**src/rtl/irq_aggr_pkg.sv**
```systemverilog
package irq_aggr_pkg;
   // word indices of the register map (byte offset / 4)
   localparam int unsigned IDX_PEND   = 0;
   localparam int unsigned IDX_EN     = 1;
   localparam int unsigned IDX_EN_SET = 2;
   localparam int unsigned IDX_EN_CLR = 3;
   localparam int unsigned IDX_VIEW   = 4;
   localparam int unsigned NUM_WORDS  = 5;

   typedef struct packed {
      logic pend_wr;
      logic en_wr;
      logic en_set;
      logic en_clr;
   } wr_sel_t;
endpackage

```
**src/rtl/irq_pend_bank.sv**
```systemverilog
module irq_pend_bank #(
   parameter int unsigned N = 8
) (
   input  logic         clk,
   input  logic         rst_n,
   input  logic [N-1:0] evt_i,
   input  logic [N-1:0] clr_i,
   output logic [N-1:0] pend_o
);
   for (genvar i = 0; i < N; i++) begin : g_bit
      always_ff @(posedge clk or negedge rst_n) begin
         if (!rst_n) pend_o[i] <= 1'b0;
         else if (evt_i[i]) pend_o[i] <= 1'b1;
         else if (clr_i[i]) pend_o[i] <= 1'b0;
      end

      a_r1_event_sets: assert property (@(posedge clk) disable iff (!rst_n)
         evt_i[i] |=> pend_o[i]);
      a_r1_sticky: assert property (@(posedge clk) disable iff (!rst_n)
         (pend_o[i] && !clr_i[i]) |=> pend_o[i]);
      a_r2_clear: assert property (@(posedge clk) disable iff (!rst_n)
         (clr_i[i] && !evt_i[i]) |=> !pend_o[i]);
      a_r3_event_wins: assert property (@(posedge clk) disable iff (!rst_n)
         (clr_i[i] && evt_i[i]) |=> pend_o[i]);
      a_r2_no_spurious: assert property (@(posedge clk) disable iff (!rst_n)
         (!pend_o[i] && !evt_i[i]) |=> !pend_o[i]);
   end
endmodule

```
**src/rtl/irq_en_bank.sv**
```systemverilog
module irq_en_bank #(
   parameter int unsigned N = 8
) (
   input  logic         clk,
   input  logic         rst_n,
   input  logic         wr_full_i,
   input  logic         wr_set_i,
   input  logic         wr_clr_i,
   input  logic [N-1:0] data_i,   // write data already gated by strobe lanes
   input  logic [N-1:0] lanes_i,  // bits covered by an active strobe
   output logic [N-1:0] en_o
);
   logic [N-1:0] en_d;

   always_comb begin
      en_d = en_o;
      if (wr_full_i)     en_d = (en_o & ~lanes_i) | data_i;
      else if (wr_set_i) en_d = en_o | data_i;
      else if (wr_clr_i) en_d = en_o & ~data_i;
   end

   always_ff @(posedge clk or negedge rst_n) begin
      if (!rst_n) en_o <= '0;
      else        en_o <= en_d;
   end

   a_r4_idle_holds: assert property (@(posedge clk) disable iff (!rst_n)
      !(wr_full_i || wr_set_i || wr_clr_i) |=> $stable(en_o));
   a_r4_lanes_kept: assert property (@(posedge clk) disable iff (!rst_n)
      wr_full_i |=> ((en_o ^ $past(en_o)) & ~$past(lanes_i)) == '0);
   a_r5_set_only: assert property (@(posedge clk) disable iff (!rst_n)
      wr_set_i |=> ((en_o & $past(data_i)) == $past(data_i))
                && ((en_o & ~$past(data_i)) == ($past(en_o) & ~$past(data_i))));
   a_r6_clear_only: assert property (@(posedge clk) disable iff (!rst_n)
      wr_clr_i |=> ((en_o & $past(data_i)) == '0)
                && ((en_o & ~$past(data_i)) == ($past(en_o) & ~$past(data_i))));
endmodule

```
**src/rtl/irq_csr_port.sv**
```systemverilog
module irq_csr_port
   import irq_aggr_pkg::*;
#(
   parameter int unsigned N  = 8,
   parameter int unsigned DW = 32,
   parameter int unsigned AW = 5
) (
   input  logic            clk,
   input  logic            rst_n,
   input  logic            req_valid_i,
   input  logic            req_write_i,
   input  logic [AW-1:0]   req_addr_i,
   input  logic [DW-1:0]   req_wdata_i,
   input  logic [DW/8-1:0] req_wstrb_i,
   input  logic [N-1:0]    pend_i,
   input  logic [N-1:0]    en_i,
   output wr_sel_t         sel_o,
   output logic [N-1:0]    data_o,
   output logic [N-1:0]    lanes_o,
   output logic            rsp_valid_o,
   output logic [DW-1:0]   rsp_rdata_o
);
   localparam int unsigned SW = DW / 8;
   localparam int unsigned IW = AW - 2;

   logic [DW-1:0] lane_full;
   logic [IW-1:0] idx;
   logic          aligned;
   logic          rd_req;
   logic          wr_req;
   logic [DW-1:0] rd_word;
   logic          unused_hi;

   for (genvar b = 0; b < SW; b++) begin : g_lane
      assign lane_full[b*8 +: 8] = {8{req_wstrb_i[b]}};
   end

   assign idx     = req_addr_i[AW-1:2];
   assign aligned = (req_addr_i[1:0] == 2'b00);
   assign rd_req  = req_valid_i && !req_write_i;
   assign wr_req  = req_valid_i && req_write_i && aligned;

   assign lanes_o   = lane_full[N-1:0];
   assign data_o    = req_wdata_i[N-1:0] & lane_full[N-1:0];
   assign unused_hi = ^{req_wdata_i, lane_full};

   always_comb begin
      sel_o         = '0;
      sel_o.pend_wr = wr_req && (idx == IW'(IDX_PEND));
      sel_o.en_wr   = wr_req && (idx == IW'(IDX_EN));
      sel_o.en_set  = wr_req && (idx == IW'(IDX_EN_SET));
      sel_o.en_clr  = wr_req && (idx == IW'(IDX_EN_CLR));
   end

   always_comb begin
      rd_word = '0;
      if (aligned) begin
         if (idx == IW'(IDX_PEND))      rd_word[N-1:0] = pend_i;
         else if (idx == IW'(IDX_EN))   rd_word[N-1:0] = en_i;
         else if (idx == IW'(IDX_VIEW)) rd_word[N-1:0] = pend_i & en_i;
      end
   end

   always_ff @(posedge clk or negedge rst_n) begin
      if (!rst_n) begin
         rsp_valid_o <= 1'b0;
         rsp_rdata_o <= '0;
      end else begin
         rsp_valid_o <= rd_req;
         if (rd_req) rsp_rdata_o <= rd_word;
      end
   end

   a_r10_rsp_follows: assert property (@(posedge clk) disable iff (!rst_n)
      rd_req |=> rsp_valid_o);
   a_r10_rsp_only_on_read: assert property (@(posedge clk) disable iff (!rst_n)
      !rd_req |=> !rsp_valid_o);
   a_r5_set_alias_reads_zero: assert property (@(posedge clk) disable iff (!rst_n)
      (rd_req && idx == IW'(IDX_EN_SET)) |=> rsp_rdata_o == '0);
   a_r6_clr_alias_reads_zero: assert property (@(posedge clk) disable iff (!rst_n)
      (rd_req && idx == IW'(IDX_EN_CLR)) |=> rsp_rdata_o == '0);
   a_r7_view_is_and: assert property (@(posedge clk) disable iff (!rst_n)
      (rd_req && aligned && idx == IW'(IDX_VIEW))
         |=> rsp_rdata_o[N-1:0] == ($past(pend_i) & $past(en_i)));
   a_r10_one_select: assert property (@(posedge clk) disable iff (!rst_n)
      $onehot0(sel_o));
endmodule

```
**src/rtl/irq_aggr.sv**
```systemverilog
module irq_aggr
   import irq_aggr_pkg::*;
#(
   parameter int unsigned NSRC = 12,
   parameter int unsigned DW   = 32,
   parameter int unsigned AW   = 5
) (
   input  logic            clk,
   input  logic            rst_n,
   input  logic [NSRC-1:0] evt_i,
   input  logic            req_valid_i,
   input  logic            req_write_i,
   input  logic [AW-1:0]   req_addr_i,
   input  logic [DW-1:0]   req_wdata_i,
   input  logic [DW/8-1:0] req_wstrb_i,
   output logic            rsp_valid_o,
   output logic [DW-1:0]   rsp_rdata_o,
   output logic            irq_o
);
   if (NSRC < 1 || NSRC > DW) begin : g_bad_nsrc
      $error("irq_aggr: NSRC must lie in 1..DW");
   end
   if (DW < 8 || (DW % 8) != 0) begin : g_bad_dw
      $error("irq_aggr: DW must be a positive multiple of 8");
   end
   if ((1 << (AW - 2)) < NUM_WORDS) begin : g_bad_aw
      $error("irq_aggr: AW too small for the register map");
   end

   wr_sel_t         sel;
   logic [NSRC-1:0] wdata;
   logic [NSRC-1:0] lanes;
   logic [NSRC-1:0] pend;
   logic [NSRC-1:0] en;
   logic [NSRC-1:0] clr;
   logic            any_live;

   irq_csr_port #(.N(NSRC), .DW(DW), .AW(AW)) u_port (
      .clk         (clk),
      .rst_n       (rst_n),
      .req_valid_i (req_valid_i),
      .req_write_i (req_write_i),
      .req_addr_i  (req_addr_i),
      .req_wdata_i (req_wdata_i),
      .req_wstrb_i (req_wstrb_i),
      .pend_i      (pend),
      .en_i        (en),
      .sel_o       (sel),
      .data_o      (wdata),
      .lanes_o     (lanes),
      .rsp_valid_o (rsp_valid_o),
      .rsp_rdata_o (rsp_rdata_o)
   );

   assign clr = sel.pend_wr ? wdata : '0;

   irq_pend_bank #(.N(NSRC)) u_pend (
      .clk    (clk),
      .rst_n  (rst_n),
      .evt_i  (evt_i),
      .clr_i  (clr),
      .pend_o (pend)
   );

   irq_en_bank #(.N(NSRC)) u_en (
      .clk       (clk),
      .rst_n     (rst_n),
      .wr_full_i (sel.en_wr),
      .wr_set_i  (sel.en_set),
      .wr_clr_i  (sel.en_clr),
      .data_i    (wdata),
      .lanes_i   (lanes),
      .en_o      (en)
   );

   assign any_live = |(pend & en);

   always_ff @(posedge clk or negedge rst_n) begin
      if (!rst_n) irq_o <= 1'b0;
      else        irq_o <= any_live;
   end

   a_r8_irq_rises: assert property (@(posedge clk) disable iff (!rst_n)
      any_live |=> irq_o);
   a_r8_irq_falls: assert property (@(posedge clk) disable iff (!rst_n)
      !any_live |=> !irq_o);
   a_r9_enable_spares_pending: assert property (@(posedge clk) disable iff (!rst_n)
      (sel.en_wr || sel.en_set || sel.en_clr)
         |=> pend == ($past(pend) | $past(evt_i)));
   a_r7_view_write_inert: assert property (@(posedge clk) disable iff (!rst_n)
      (req_valid_i && req_write_i && !(sel.pend_wr || sel.en_wr || sel.en_set || sel.en_clr))
         |=> (pend == ($past(pend) | $past(evt_i))) && (en == $past(en)));
endmodule

```
**config.mk**
```make
export PLATFORM = sky130hd
export DESIGN_NAME = irq_aggr
export DESIGN_NICKNAME = d
export VERILOG_FILES = /design/src/rtl/irq_aggr_pkg.sv /design/src/rtl/irq_pend_bank.sv /design/src/rtl/irq_en_bank.sv /design/src/rtl/irq_csr_port.sv /design/src/rtl/irq_aggr.sv
export SDC_FILE = /design/constraint.sdc
export NUM_CORES = 1
export LEC_CHECK = 0
export ABC_AREA = 1
export BUFFER_PORTS_ARGS = -buffer_cell sky130_fd_sc_hd__buf_2
export CAP_MARGIN = 30
export CELL_PAD_IN_SITES_DETAIL_PLACEMENT = 1
export CELL_PAD_IN_SITES_GLOBAL_PLACEMENT = 2
export CORE_UTILIZATION = 26
export CTS_CLUSTER_SIZE = 24
export DETAILED_ROUTE_END_ITERATION = 8
export PLACE_DENSITY_LB_ADDON = 0.1
export SYNTH_ARGS = -nofsm -noshare
export SYNTH_HDL_FRONTEND = slang
export SYNTH_SLANG_ARGS = --single-unit
export TNS_END_PERCENT = 100
```
**constraint.sdc**
```tcl
create_clock -name clk -period 1.2 [get_ports clk]
set_clock_uncertainty 0.1 [all_clocks]
set_input_delay 0.06 -clock clk [delete_from_list [all_inputs] [get_ports clk]]
set_output_delay 0.06 -clock clk [all_outputs]
set_load 0.005 [all_outputs]
```
==> results.py <==
metrics = {
    "routing": {
        "vias": 2191,
        "viasPerCell": 4.32,
        "dr.pass1.iters": 4,
        "dr.first_iter.drc_count": 53,
        "wl_per_cell_um": 13.6,
        "antenna_left": 0,
        "remaining_drc_errors": 0,
        "routed_wl_um": 6910,
    },
    "timing": {
        "timing.final.ws_setup_ns": 0.0848,
        "post-route-period-util": 0.929,
        "min_period_ns": 1.12,
        "fmax_ghz": 0.897,
        "tns_ns": 0,
        "hold_viol": 0,
        "setup_viol": 0,
        "slew_violations": 0,
    },
    "critical_path": {
        "ff2ff_path_depth": 5,
        "crit_family": "buffers and inverters",
        "worstPathRequired_ns": 1.29,
        "startpoint_type": "input port",
        "cp_num_buf_inv": 3,
        "cpMaxStageDelayCell": "dlygate4sd3_1",
        "worst-path-stages": 7,
        "r2r_end": "u_port.rsp_rdata_o[4]$_DFFE_PN0P_",
        "cp_common_cell": "nand2_1",
        "critPathCaptureType": "register",
        "arrival_ns": 1.20,
        "crit-reg2reg-launch": "u_pend.pend_o[4]$_DFFE_PN0P_",
        "r2r_slack_ns": 0.14,
        "critical_path_class": "input port to register",
        "cpPeakStageDelay_ns": 0.52,
        "path_cells": "dlygate4sd3_1 -> buf_2 -> inv_1 -> nand3_2 -> nand3_1 -> nand2_1 -> nand2_1",
        "path_max_fanout": 9,
    },
    "floorplan": {
        "num_rows": 33,
        "die_w_um": 95.4,
        "die_h_um": 95.4,
        "initial_core_util": 0.272,
        "coreArea_sq_um": 8340,
        "die_area_sq_um": 9110,
        "boundaryPins": 91,
    },
    "power": {
        "cellPowerDensity_nw_per_um2": 968,
        "irDropWorstVdd_uv": 425,
        "power.leakage_nw": 1.68,
    },
    "clock_network": {
        "cts_buffers": 5,
        "cts_tree": "built",
        "htree_levels": 2,
        "clock_sinks": 38,
        "clk-insertion-delay-late_ns": 0.30,
        "clockBufferDepth": 2,
        "cts_root_buffer": "clkbuf_8",
        "clkTransAtPathRegs_ns": 0.08,
    },
    "grt": {
        "grt_pass1_vias": 2286,
        "grt_max_degree": 39,
        "antenna_found_initial": 0,
        "grt.total_usage": 0.170,
        "grt_first_pass_wirelength_um": 11600,
        "overflow": 0,
        "grtUsageMet3": 0.0263,
        "top_usage_layer": "met2",
        "global_route.usage.met1": 0.223,
        "grt_use_met2": 0.288,
    },
    "layout": {
        "drive_gt1_frac": 0.236,
        "final_cells": 507,
        "multiInputGateArea_sq_um": 1040,
        "nets": 458,
        "nFillCells": 1087,
        "final_area_sq_um": 3070,
        "final_cell_mix": "123 x nand2_1, 47 x buf_2, 38 x dfrtp_1",
        "syn_to_final_growth_pct": 35.3,
        "antenna_cells": 0,
        "seqCellArea_sq_um": 951,
        "final_common_cell": "nand2_1",
    },
    "synthesis": {
        "syn_area_sq_um": 2270,
        "synth_cell_types": 21,
        "synth_seq_cells": 38,
        "ys_warn_count": 0,
        "yosysSeqAreaShare": 0.419,
        "post_synth.cell_area_avg_sq_um": 7.30,
        "netlist_instances": 311,
    },
    "flow_run": {
        "drv_cap": 0,
    },
    "placed_design": {
        "hpwl_um": 4980,
        "dp_slack_ns": -0.0467,
        "port_buffers": 48,
        "dpl-instance-area_sq_um": 2650,
        "dp.cells": 468,
        "gp_congestion": 0.723,
    },
    "run_status": {
        "run_status": "finished, final reports clean",
    },
    "hold_path": {
        "min_path_type": "input port to asynchronous set/reset pin",
    },
}
## worst reg2reg max path, stage by stage, from the launching register on
cell and delay, ns:
dfrtp_1 0.44, buf_4 0.16, o21ai_2 0.11, inv_1 0.04
nand2_1 0.06, nand2_1 0.05
## metrics by stage
stage	hold slack [ns]	power, mW	utilization
floorplan	-0.336	1.75	-
global placement	-0.0474	1.93	0.318
detailed placement	-0.0466	1.95	0.318
CTS	0.168	3.01	0.362
global route	0.205	3.15	0.368
finish	0.159	2.97	0.368
## power breakdown
| group | switching, mW | internal, mW | total [mW] |
|---|---|---|---|
| sequential | 0.0668 | 1.36 | 1.43 |
| clock | 0.505 | 0.463 | 0.968 |
| combinational | 0.306 | 0.270 | 0.577 |
| total | 0.878 | 2.10 | 2.97 |
## cells by family after synthesis
logic type,count (synthesis),share of synthesized area
other cells,1,0.00165
simple gates,167,0.313
compound gates,37,0.105
flops,38,0.419
buf+inv,68,0.162
## worst max path at each step
stage | start | to | slack, ns
floorplan | req_addr_i[4] | register | 0.17
global placement | req_addr_i[4] | register | -0.02
detailed placement | req_addr_i[4] | register | -0.05
CTS | req_wstrb_i[1] | register | 0.05
global route | req_wstrb_i[1] | register | -0.007
finish | req_wstrb_i[1] | register | 0.08
## synth_stat cells
cell type | n | area (sq um)
nand2_1 | 126 | 473
dfrtp_1 | 38 | 951
inv_1 | 33 | 124
nand3_1 | 28 | 140
buf_4 | 22 | 165
o211ai_1 | 12 | 90.1
o21ai_1 | 10 | 50.1
o21ai_0 | 9 | 45.0
o21ai_2 | 6 | 52.6
buf_2 | 5 | 25.0
clkbuf_1 | 4 | 15.0
buf_6 | 3 | 33.8
nand4_1 | 3 | 18.8
nor2_1 | 3 | 11.3
nand2_2 | 2 | 12.5
nor2_4 | 2 | 22.5
clkinv_1 | 1 | 3.75
conb_1 | 1 | 3.75
nor2_2 | 1 | 6.26
nor2_8 | 1 | 20.0
or2_1 | 1 | 6.26
## metal layers
metal	part of all wire	vias up
met5	0	-
met4	0.010	0
met3	0.026	5
met2	0.48	43
met1	0.49	1030
li1	-	1113
## cell type report
type	instances	area share
clock buffers	6	0.0269
clock inverters	2	0.00407
inverters	34	0.0415
multi-input cells	224	0.337
flip-flops and latches	38	0.310
well taps	105	0.0428
repair buffers	98	0.238
## what timing repair did
item,in CTS,in global routing
setup endpoints to repair,0,17
buffers inserted,0,4
hold buffers,27,0
resized for setup,0,8
endpoints found under the hold margin,62,0
No activity file was read; power rests on OpenSTA's default activity.
